## src/rtl/bitser_pkg.sv

```systemverilog
package bitser_pkg;

  typedef enum logic [1:0] {
    OP_ADD    = 2'b00,
    OP_NOR    = 2'b01,
    OP_STORE  = 2'b10,
    OP_JMPNEG = 2'b11
  } opcode_e;

  typedef enum logic [2:0] {
    ST_BOOT,
    ST_FETCH,
    ST_IWAIT,
    ST_OREQ,
    ST_OWAIT,
    ST_EXEC,
    ST_STORE
  } phase_e;

endpackage

```

## src/rtl/bitser_bitalu.sv

```systemverilog
module bitser_bitalu (
  input  logic a_bit,
  input  logic b_bit,
  input  logic cin,
  input  logic is_nor,
  output logic res_bit,
  output logic cout
);
  logic sum_bit;
  logic carry_gen;

  always_comb begin
    sum_bit   = a_bit ^ b_bit ^ cin;
    carry_gen = (a_bit & b_bit) | (cin & (a_bit ^ b_bit));
    res_bit   = is_nor ? ~(a_bit | b_bit) : sum_bit;
    cout      = is_nor ? 1'b0 : carry_gen;
  end
endmodule

```

## src/rtl/bitser_datapath.sv

```systemverilog
module bitser_datapath
  import bitser_pkg::*;
#(
  parameter int WORD_W = 32
) (
  input  logic              clk,
  input  logic              rst_n,
  input  logic [WORD_W-1:0] rdata,
  input  opcode_e           op,
  input  logic              ld_opd,
  input  logic              clr_carry,
  input  logic              shift_en,
  output logic [WORD_W-1:0] acc_q
);
  logic [WORD_W-1:0] opd_q;
  logic              carry_q;
  logic              res_bit;
  logic              cout;

  bitser_bitalu alu_i (
    .a_bit  (acc_q[0]),
    .b_bit  (opd_q[0]),
    .cin    (carry_q),
    .is_nor (op == OP_NOR),
    .res_bit(res_bit),
    .cout   (cout)
  );

  always_ff @(posedge clk) begin
    if (!rst_n) begin
      acc_q   <= '0;
      opd_q   <= '0;
      carry_q <= 1'b0;
    end else begin
      if (ld_opd) begin
        opd_q <= rdata;
      end else if (shift_en) begin
        opd_q <= {1'b0, opd_q[WORD_W-1:1]};
      end
      if (clr_carry) begin
        carry_q <= 1'b0;
      end else if (shift_en) begin
        carry_q <= cout;
      end
      if (shift_en) begin
        acc_q <= {res_bit, acc_q[WORD_W-1:1]};
      end
    end
  end
endmodule

```

## src/rtl/bitser_addr.sv

```systemverilog
module bitser_addr
  import bitser_pkg::*;
#(
  parameter int WORD_W = 32,
  parameter int OPC_W  = 2,
  parameter int ADDR_W = WORD_W - OPC_W
) (
  input  logic              clk,
  input  logic              rst_n,
  input  logic [WORD_W-1:0] instr,
  input  logic              ld_instr,
  input  logic              pc_inc,
  input  logic              pc_jump,
  input  logic              addr_from_pc,
  output logic [ADDR_W-1:0] pc_q,
  output logic [ADDR_W-1:0] req_addr,
  output opcode_e           op_q
);
  logic [ADDR_W-1:0] mar_q;

  always_ff @(posedge clk) begin
    if (!rst_n) begin
      pc_q  <= '0;
      mar_q <= '0;
      op_q  <= OP_ADD;
    end else begin
      if (ld_instr) begin
        op_q  <= opcode_e'(instr[WORD_W-1 -: OPC_W]);
        mar_q <= instr[ADDR_W-1:0];
      end
      if (pc_jump) begin
        pc_q <= instr[ADDR_W-1:0];
      end else if (pc_inc) begin
        pc_q <= pc_q + 1'b1;
      end
    end
  end

  assign req_addr = addr_from_pc ? pc_q : mar_q;
endmodule

```

## src/rtl/bitser_seq.sv

```systemverilog
module bitser_seq
  import bitser_pkg::*;
#(
  parameter int WORD_W = 32,
  parameter int CNT_W  = $clog2(WORD_W) + 1
) (
  input  logic    clk,
  input  logic    rst_n,
  input  logic    req_ready,
  input  opcode_e fetched_op,
  input  logic    acc_sign,
  output logic    req_valid,
  output logic    req_write,
  output logic    addr_from_pc,
  output logic    ld_instr,
  output logic    pc_inc,
  output logic    pc_jump,
  output logic    ld_opd,
  output logic    clr_carry,
  output logic    shift_en,
  output logic    retire
);
  localparam logic [CNT_W-1:0] LAST_BIT = CNT_W'(WORD_W - 1);

  phase_e           st_q, st_d;
  logic [CNT_W-1:0] cnt_q;
  logic             done_now;

  always_comb begin
    st_d         = st_q;
    req_valid    = 1'b0;
    req_write    = 1'b0;
    addr_from_pc = 1'b0;
    ld_instr     = 1'b0;
    pc_inc       = 1'b0;
    pc_jump      = 1'b0;
    ld_opd       = 1'b0;
    clr_carry    = 1'b0;
    shift_en     = 1'b0;
    done_now     = 1'b0;
    unique case (st_q)
      ST_BOOT: st_d = ST_FETCH;
      ST_FETCH: begin
        req_valid    = 1'b1;
        addr_from_pc = 1'b1;
        if (req_ready) st_d = ST_IWAIT;
      end
      ST_IWAIT: begin
        ld_instr = 1'b1;
        unique case (fetched_op)
          OP_ADD, OP_NOR: begin
            pc_inc = 1'b1;
            st_d   = ST_OREQ;
          end
          OP_STORE: begin
            pc_inc = 1'b1;
            st_d   = ST_STORE;
          end
          OP_JMPNEG: begin
            pc_jump  = acc_sign;
            pc_inc   = ~acc_sign;
            done_now = 1'b1;
            st_d     = ST_FETCH;
          end
        endcase
      end
      ST_OREQ: begin
        req_valid = 1'b1;
        if (req_ready) st_d = ST_OWAIT;
      end
      ST_OWAIT: begin
        ld_opd    = 1'b1;
        clr_carry = 1'b1;
        st_d      = ST_EXEC;
      end
      ST_EXEC: begin
        shift_en = 1'b1;
        if (cnt_q == LAST_BIT) begin
          done_now = 1'b1;
          st_d     = ST_FETCH;
        end
      end
      ST_STORE: begin
        req_valid = 1'b1;
        req_write = 1'b1;
        if (req_ready) begin
          done_now = 1'b1;
          st_d     = ST_FETCH;
        end
      end
      default: st_d = ST_BOOT;
    endcase
  end

  always_ff @(posedge clk) begin
    if (!rst_n) begin
      st_q   <= ST_BOOT;
      cnt_q  <= '0;
      retire <= 1'b0;
    end else begin
      st_q   <= st_d;
      retire <= done_now;
      if (ld_opd) begin
        cnt_q <= '0;
      end else if (shift_en) begin
        cnt_q <= cnt_q + 1'b1;
      end
    end
  end
endmodule

```

## src/rtl/bitser_cpu.sv

```systemverilog
module bitser_cpu
  import bitser_pkg::*;
#(
  parameter int WORD_W = 32,
  parameter int OPC_W  = 2,
  parameter int ADDR_W = WORD_W - OPC_W
) (
  input  logic              clk,
  input  logic              rst_n,
  output logic              mem_req_valid,
  input  logic              mem_req_ready,
  output logic              mem_req_write,
  output logic [ADDR_W-1:0] mem_req_addr,
  output logic [WORD_W-1:0] mem_req_wdata,
  input  logic [WORD_W-1:0] mem_rdata,
  output logic [WORD_W-1:0] acc_o,
  output logic [ADDR_W-1:0] pc_o,
  output logic              instr_retired
);
  localparam int CNT_W = $clog2(WORD_W) + 1;

  logic    addr_from_pc, ld_instr, pc_inc, pc_jump;
  logic    ld_opd, clr_carry, shift_en;
  opcode_e op_q;
  opcode_e fetched_op;
  logic [WORD_W-1:0] acc_q;

  assign fetched_op = opcode_e'(mem_rdata[WORD_W-1 -: OPC_W]);

  bitser_seq #(.WORD_W(WORD_W), .CNT_W(CNT_W)) seq_i (
    .clk         (clk),
    .rst_n       (rst_n),
    .req_ready   (mem_req_ready),
    .fetched_op  (fetched_op),
    .acc_sign    (acc_q[WORD_W-1]),
    .req_valid   (mem_req_valid),
    .req_write   (mem_req_write),
    .addr_from_pc(addr_from_pc),
    .ld_instr    (ld_instr),
    .pc_inc      (pc_inc),
    .pc_jump     (pc_jump),
    .ld_opd      (ld_opd),
    .clr_carry   (clr_carry),
    .shift_en    (shift_en),
    .retire      (instr_retired)
  );

  bitser_addr #(.WORD_W(WORD_W), .OPC_W(OPC_W), .ADDR_W(ADDR_W)) addr_i (
    .clk         (clk),
    .rst_n       (rst_n),
    .instr       (mem_rdata),
    .ld_instr    (ld_instr),
    .pc_inc      (pc_inc),
    .pc_jump     (pc_jump),
    .addr_from_pc(addr_from_pc),
    .pc_q        (pc_o),
    .req_addr    (mem_req_addr),
    .op_q        (op_q)
  );

  bitser_datapath #(.WORD_W(WORD_W)) dp_i (
    .clk      (clk),
    .rst_n    (rst_n),
    .rdata    (mem_rdata),
    .op       (op_q),
    .ld_opd   (ld_opd),
    .clr_carry(clr_carry),
    .shift_en (shift_en),
    .acc_q    (acc_q)
  );

  assign acc_o         = acc_q;
  assign mem_req_wdata = acc_q;
endmodule

```

## config.mk

```make
export PLATFORM = sky130hd
export DESIGN_NAME = bitser_cpu
export DESIGN_NICKNAME = d
export VERILOG_FILES = /design/src/rtl/bitser_pkg.sv /design/src/rtl/bitser_bitalu.sv /design/src/rtl/bitser_datapath.sv /design/src/rtl/bitser_addr.sv /design/src/rtl/bitser_seq.sv /design/src/rtl/bitser_cpu.sv
export SDC_FILE = /design/constraint.sdc
export NUM_CORES = 1
export LEC_CHECK = 0
export BUFFER_PORTS_ARGS = -buffer_cell sky130_fd_sc_hd__buf_2
export CORE_ASPECT_RATIO = 1.2
export CORE_MARGIN = 1.5
export CORE_UTILIZATION = 49
export CTS_CLUSTER_SIZE = 16
export DETAILED_ROUTE_END_ITERATION = 8
export GPL_TIMING_DRIVEN = 0
export PLACE_DENSITY = 0.8
export REMOVE_ABC_BUFFERS = 1
export SETUP_SLACK_MARGIN = 0.1
export SLEW_MARGIN = 20
export SYNTH_ARGS = -nofsm -noshare
export SYNTH_HDL_FRONTEND = slang
export SYNTH_HIERARCHICAL = 1
export SYNTH_SLANG_ARGS = --single-unit
```

## constraint.sdc

```tcl
create_clock -name clk -period 3.04 [get_ports clk]
set_input_delay 0.456 -clock clk [delete_from_list [all_inputs] [get_ports clk]]
set_output_delay 0.456 -clock clk [all_outputs]
set_load 0.1 [all_outputs]
```

==> parameters.txt, run 1 <==
Parameter                              Value

Synth
  Mapped Avg Cell Area    roughly 9.8 um^2
  Proportion of synthesized flip-flops having asynchronous set or reset    0
  Dominant synthesized flop cell    sky130_fd_sc_hd__dfxtp_1
  Syn Std Cell Area    ~7000 um^2
  Seq/Total Area, Yosys    0.384
  Number of flip-flops and latches in the synthesized netlist    between 100 and 150
  Synthesis warning total    6
  Number of flops mapped to enable cells by yosys    0
  Synth Instances    ~730
  Cell variety after synth    60

Placed design
  Pre-CTS setup slack    -811 ps
  Total of buffers placed on input and output ports    161
  Weighted congestion at the end of routability-driven global placement    ~0.77
  Half-perimeter wire length after placement    around 11 mm
  Placed instance area    between 7000 and 8000 um^2

Cells and area
  P&R area growth vs syn    19.0%
  Share of the core filled with cells    0.594
  Net count reported at finish    slightly below 900
  N_diodes    0
  Fraction of final layout cells with drive strength greater than 1    0.338
  Most common library cell in the layout ignoring fill and taps    sky130_fd_sc_hd__buf_2
  Commonest cells after routing, fill and taps aside    sky130_fd_sc_hd__buf_2, sky130_fd_sc_hd__dfxtp_1, sky130_fd_sc_hd__mux2i_1, sky130_fd_sc_hd__nor2b_1, sky130_fd_sc_hd__mux2_2
  Final instance area    8490 um^2

Clock network
  Maximum level of the CTS H-tree    4
  Clock transition at the register clock pins on the worst setup and hold paths after CTS    around 60 ps
  Clk_lat worst skew    420 ps
  Clock Tree Root    sky130_fd_sc_hd__clkbuf_16
  Clock sink count    about 140
  Buffer depth of the longest clock path    2
  Clock tree from TritonCTS    done
  TritonCTS buffer count    17

GRT
  Remaining global-route overflow    0
  Vias in the first global route    roughly 5300
  Global-route wire length before repair    26.4 mm
  Total global routing track utilization    0.212
  Largest net degree at the start of global routing    between 80 and 90
  Initial antenna violation count    0

Timing
  Final number of hold-violating endpoints    0
  Highest Clock Rate    354 MHz
  RSZ-0062 raised after global routing    false
  Worst Tran Pin Value    720 ps
  Period utilisation layout    0.929
  Time the final worst path needs with I/O delays and setup    about 2800 ps
  Final Skew    9.47 ps
  Final worst-path setup slack    roughly 210 ps
  Final worst hold slack    approximately 300 ps
  Count of endpoints failing setup in the final report    0
  Remaining max-slew budget at the tightest pin    0.520
  Max Slew Vio Count    0

Pwr
  Total power per unit cell area    539 nW/um^2
  Int Pwr    between 3000 and 4000 uW
  NetSw    1190 uW
  Register share of total power    0.414
  Total chip power    approximately 4600 uW
  Clock power frac    0.469
  Switch share    0.261
  Highest ir drop seen on vdd    slightly above 0.0003 V
  Share of total power in combinational logic    0.116
  Cell leakage power    0.00385 uW

Floorplan
  Full die area    about 15000 um^2
  Chip height    about 140 um
  Placeable core region    14300 um^2
  Site Rows    48
  Overall die width    113 um
  # IOs    between 150 and 200
  Initial standard-cell utilization of the core    0.499

Route
  Total detailed-routing wirelength    roughly 16 mm
  Count of vias placed by the detailed router    5661
  Count of TritonRoute iterations in the first routing pass    5
  Routed length per placed instance    about 16 um
  ANT nets after route    0
  Via density per instance    about 5.5
  DRC violation count after routing    0
  DRC violation total after the first TritonRoute iteration    around 310

Run
  Number of max-cap violations    0

Critical path
  WP data required    ~3400 ps
  Kind of end point of the critical path    flip-flop
  Path type of the worst setup path    flip-flop to flip-flop
  CP Cell Sequence    nor2b_2 > nor2b_4 > buf_16 > and2_4 > nand4_1 > or4_4 > or4_1 > a31oi_1
  Worst Path Max Fanout    18
  Slowest-stage cell, CP    sky130_fd_sc_hd__or4_1
  Crit path DAT    around 3200 ps
  Worst stage delay on the critical path    around 520 ps
  CP Launch Type    flip-flop

Min path
  Min-Delay Path Class    input pin to flip-flop

Outcome
  Outcome    completed
## per-layer routing
metal / global-route usage / share of wire / up-vias
li1: - / - / 2786
met1: 0.265 / 0.43 / 2714
met2: 0.366 / 0.51 / 143
met3: 0.0412 / 0.044 / 18
met4: 0.0722 / 0.014 / 0
met5: 0 / 0 / -
## cell usage after synthesis, types with 9 or more instances
cell	n	area, um^2
sky130_fd_sc_hd__o21ai_0	24	120
sky130_fd_sc_hd__nor2b_1	70	438
sky130_fd_sc_hd__nand2b_1	32	200
sky130_fd_sc_hd__inv_1	9	33.8
sky130_fd_sc_hd__nor2_1	15	56.3
sky130_fd_sc_hd__buf_2	9	45.0
sky130_fd_sc_hd__mux2_2	61	687
sky130_fd_sc_hd__nand4_1	9	56.3
sky130_fd_sc_hd__o211a_1	37	370
sky130_fd_sc_hd__nand2_1	32	120
sky130_fd_sc_hd__a21oi_1	11	55.1
sky130_fd_sc_hd__nor3_1	10	50.1
sky130_fd_sc_hd__xor2_1	9	78.8
sky130_fd_sc_hd__dfxtp_1	137	2740
sky130_fd_sc_hd__mux2i_1	68	681
sky130_fd_sc_hd__buf_4	37	278
sky130_fd_sc_hd__clkbuf_1	29	109
sky130_fd_sc_hd__nand3_1	22	110
## power by group through the flow
stage | combinational, uW | clock, uW | sequential [uW]
after global placement | 501 | 0 | 1930
after detailed placement | 522 | 0 | 1940
after global routing | 570 | 2250 | 1900
after CTS | 534 | 2180 | 1900
final | 532 | 2150 | 1900
after floorplan | 372 | 0 | 1930
## logic make-up (layout without fill, tap and decap cells)
kind of cell               after synthesis  after routing  synth area share
xor gates and xnor gates                17             17            0.0209
AOI/OAI and AO/OA                      108            108             0.116
DFF                                    137            137             0.384
and+or+nand+nor                        242            242             0.204
muxes                                  129            129             0.192
buffers and inverters                   94            211            0.0750
adders and majority gates                4              4           0.00807
## critical path, delay by kind of cell, from the launching register on
| kind | cells | cell delay (ps) |
|---|---|---|
| and+or+nand+nor | 6 | 1940 |
| AOI/OAI and AO/OA | 1 | 160 |
| buffers and inverters | 1 | 200 |
| DFF | 1 | 440 |
## per-stage QoR
step	TNS, ps	instances
2_1_floorplan	-71680	646
3_3_place_gp	-221010	982
3_5_place_dp	-10090	989
4_1_cts	0	1023
5_1_grt	0	1023
6_report	0	1023
## path summary, 6_finish.rpt
path / from / end / slack (ps) / cells after the start
setup / recovery: seq_i/st_q[1] / addr_i/pc_q[24] / 210 / 8
hold / removal: mem_rdata[20] / addr_i/pc_q[20] / 310 / 3
setup reg to reg: seq_i/st_q[1] / addr_i/pc_q[24] / 210 / 8
hold reg to reg: addr_i/mar_q[17] / addr_i/mar_q[17] / 510 / 2
## state kept, by name (all words and copies together), names as in the netlist
name / count
addr_i/op_q: 2
seq_i/st_q: 3
dp_i/opd_q: 32
seq_i/retire: 1
addr_i/pc_q: 30
seq_i/cnt_q: 6
dp_i/carry_q: 1
dp_i/acc_q: 32
addr_i/mar_q: 30
## final cells by class
cell class,count,area (um^2)
Multi-Input combinational cell,500,3910
Sequential cell,137,2750
Fill cell,1230,5800
Clock buffer,17,425
Inverter,9,33.8
Clock inverter,15,188
Tap cell,175,219
Timing Repair Buffer,170,973
## timing repair
action | CTS | global route
setup buffers | 2 | 0
cloned | 0 | 0
resized for setup | 5 | 2
hold buffers | 0 | 0
pin swaps | 1 | 0
endpoints found under the setup margin | 44 | 1
No activity file was read; power rests on OpenSTA's default activity.
==> run 2: changes to the inputs <==
Clock period 3.04 ns to 2.9 ns, I/O delays scaled along.
==> parameters.txt, run 2 (same netlist as run 1, synthesis figures left out) <==
Parameter                              Value

Clock network
  Clock tree from TritonCTS    done
  Clk_lat worst skew    between 400 and 500 ps
  Quantity of hold-fixing buffers added after cts    0
  TritonCTS buffer count    17
  Buffer depth of the longest clock path    2
  Clock Tree Root    sky130_fd_sc_hd__clkbuf_16
  Clock transition at the register clock pins on the worst setup and hold paths after CTS    about 60 ps
  Maximum level of the CTS H-tree    4
  Clock sink count    approximately 140

Floorplan
  Initial standard-cell utilization of the core    0.499
  Placeable core region    around 14000 um^2
  Chip height    ~140 um
  Overall die width    ~110 um
  Site Rows    48
  Full die area    about 15000 um^2
  # IOs    around 160

GRT
  Global-route wire length before repair    26.5 mm
  Largest net degree at the start of global routing    87
  Remaining global-route overflow    0
  Vias in the first global route    5316
  Total global routing track utilization    0.213
  Initial antenna violation count    0

Timing
  Time the final worst path needs with I/O delays and setup    between 2000 and 3000 ps
  Final Skew    between 9 and 10 ps
  Worst Tran Pin Value    712 ps
  RSZ-0062 raised after global routing    false
  Final worst hold slack    around 280 ps
  Max Slew Vio Count    0
  Period utilisation layout    0.925
  Count of endpoints failing setup in the final report    0
  Highest Clock Rate    roughly 370 MHz
  Remaining max-slew budget at the tightest pin    0.524
  Final number of hold-violating endpoints    0

Cells and area
  Biggest registers after layout    dp_i/acc_q (32), dp_i/opd_q (32)
  P&R area growth vs syn    19.4%
  Fraction of final layout cells with drive strength greater than 1    0.342
  Fillers    about 1200
  Area occupied by multi-input gates    roughly 4000 um^2
  N_diodes    0
  Net count reported at finish    between 800 and 900
  Commonest cells after routing, fill and taps aside    sky130_fd_sc_hd__buf_2, sky130_fd_sc_hd__dfxtp_1, sky130_fd_sc_hd__mux2i_1, sky130_fd_sc_hd__nor2b_1, sky130_fd_sc_hd__mux2_2
  Most common library cell in the layout ignoring fill and taps    sky130_fd_sc_hd__buf_2
  Sequential cell area in the final layout    roughly 2700 um^2

Route
  Count of vias placed by the detailed router    ~5700
  DRC violation total after the first TritonRoute iteration    approximately 300
  Via density per instance    ~5.5
  DRC violation count after routing    0
  Total detailed-routing wirelength    around 16 mm
  Routed length per placed instance    roughly 16 um
  Count of TritonRoute iterations in the first routing pass    5
  ANT nets after route    0

Critical path
  Flop-to-flop setup slack    about 220 ps
  FF-to-FF End    addr_i/pc_q[24]
  Crit path DAT    a little over 3000 ps
  Path type of the worst setup path    flip-flop to flip-flop
  Kind of end point of the critical path    flip-flop
  Origin of the critical flop-to-flop path    seq_i/st_q[1]
  Worst Path Max Fanout    18
  WP data required    ~3200 ps
  CP Launch Type    flip-flop
  Worst-case reg-to-reg path depth    8
  Launching instance or port of the critical path    seq_i/st_q[1]

Run
  Number of max-cap violations    0

Outcome
  Outcome    completed

Pwr
  Highest ir drop seen on vdd    0.000327 V
  Cell leakage power    between 0.003 and 0.004 uW
  Total chip power    approximately 4800 uW
  Total power per unit cell area    approximately 560 nW/um^2

Min path
  Destination of the worst hold path    addr_i/pc_q[20]
  Cell count of the worst hold path    3
  Min-Delay Path Class    input pin to flip-flop
  Startpoint of the worst hold path    mem_rdata[20]

Placed design
  Total of buffers placed on input and output ports    roughly 160
  Weighted congestion at the end of routability-driven global placement    0.768
  Half-perimeter wire length after placement    approximately 11 mm
## run 2: cell type report
cell class	instances	area share
well taps	175	0.0257
multi-input cells	500	0.459
clock buffers	17	0.0499
inverters	9	0.00397
flip-flops and latches	137	0.322
clock inverters	15	0.0220
repair buffers	173	0.117
## run 2: worst max-delay path by stage
stage | slack, ps | end | cells past startpoint
2_1_floorplan | -2120 | addr_i/pc_q[26] | 6
3_3_place_gp | -3140 | addr_i/pc_q[16] | 7
3_5_place_dp | -950 | addr_i/pc_q[16] | 8
4_1_cts | 100 | mem_req_addr[0] | 5
5_1_grt | 130 | addr_i/pc_q[24] | 8
6_report | 220 | addr_i/pc_q[24] | 8
## run 2: worst max-delay path, stage by stage (launching register included)
cell                      delay [ps]
sky130_fd_sc_hd__dfxtp_2         450
sky130_fd_sc_hd__nor2b_4         220
sky130_fd_sc_hd__nor2b_4         210
sky130_fd_sc_hd__buf_16          200
sky130_fd_sc_hd__and2_4          200
sky130_fd_sc_hd__nand4_1         130
sky130_fd_sc_hd__or4_4           490
sky130_fd_sc_hd__or4_1           530
sky130_fd_sc_hd__a31oi_1         170
## run 2: power breakdown
part           total [uW]  internal [uW]  leakage, uW  switching [uW]
Combinational         562            235      0.00246             326
Clock                2250           1370     0.000297             879
Sequential           1990           1940      0.00111            46.4
## run 2: metrics by stage
stage | worst slack [ps] | instances | cell area (um^2) | TNS, ps | utilization
detailed placement | -951 | 989 | 7830 | -13310 | 0.548
global placement | -3140 | 982 | 7660 | -243340 | 0.536
global route | 130 | 1026 | 8520 | 0 | 0.596
finish | 216 | 1026 | 8520 | 0 | 0.596
floorplan | -2120 | 646 | 6640 | -93940 | -
CTS | 104 | 1026 | 8510 | 0 | 0.596
## run 2: timing repair
item	4_1_cts	5_1_grt
gates resized for setup	6	3
buffers inserted	5	0
pin swaps	2	0
setup endpoints to repair	60	34
hold endpoints to repair	0	0
cloned	0	0
## run 2: per-layer routing
layer | GRT usage | routed length (um)
met1 | 0.267 | 7110
met2 | 0.369 | 8320
met3 | 0.0403 | 634
met4 | 0.0694 | 208
met5 | 0 | 0
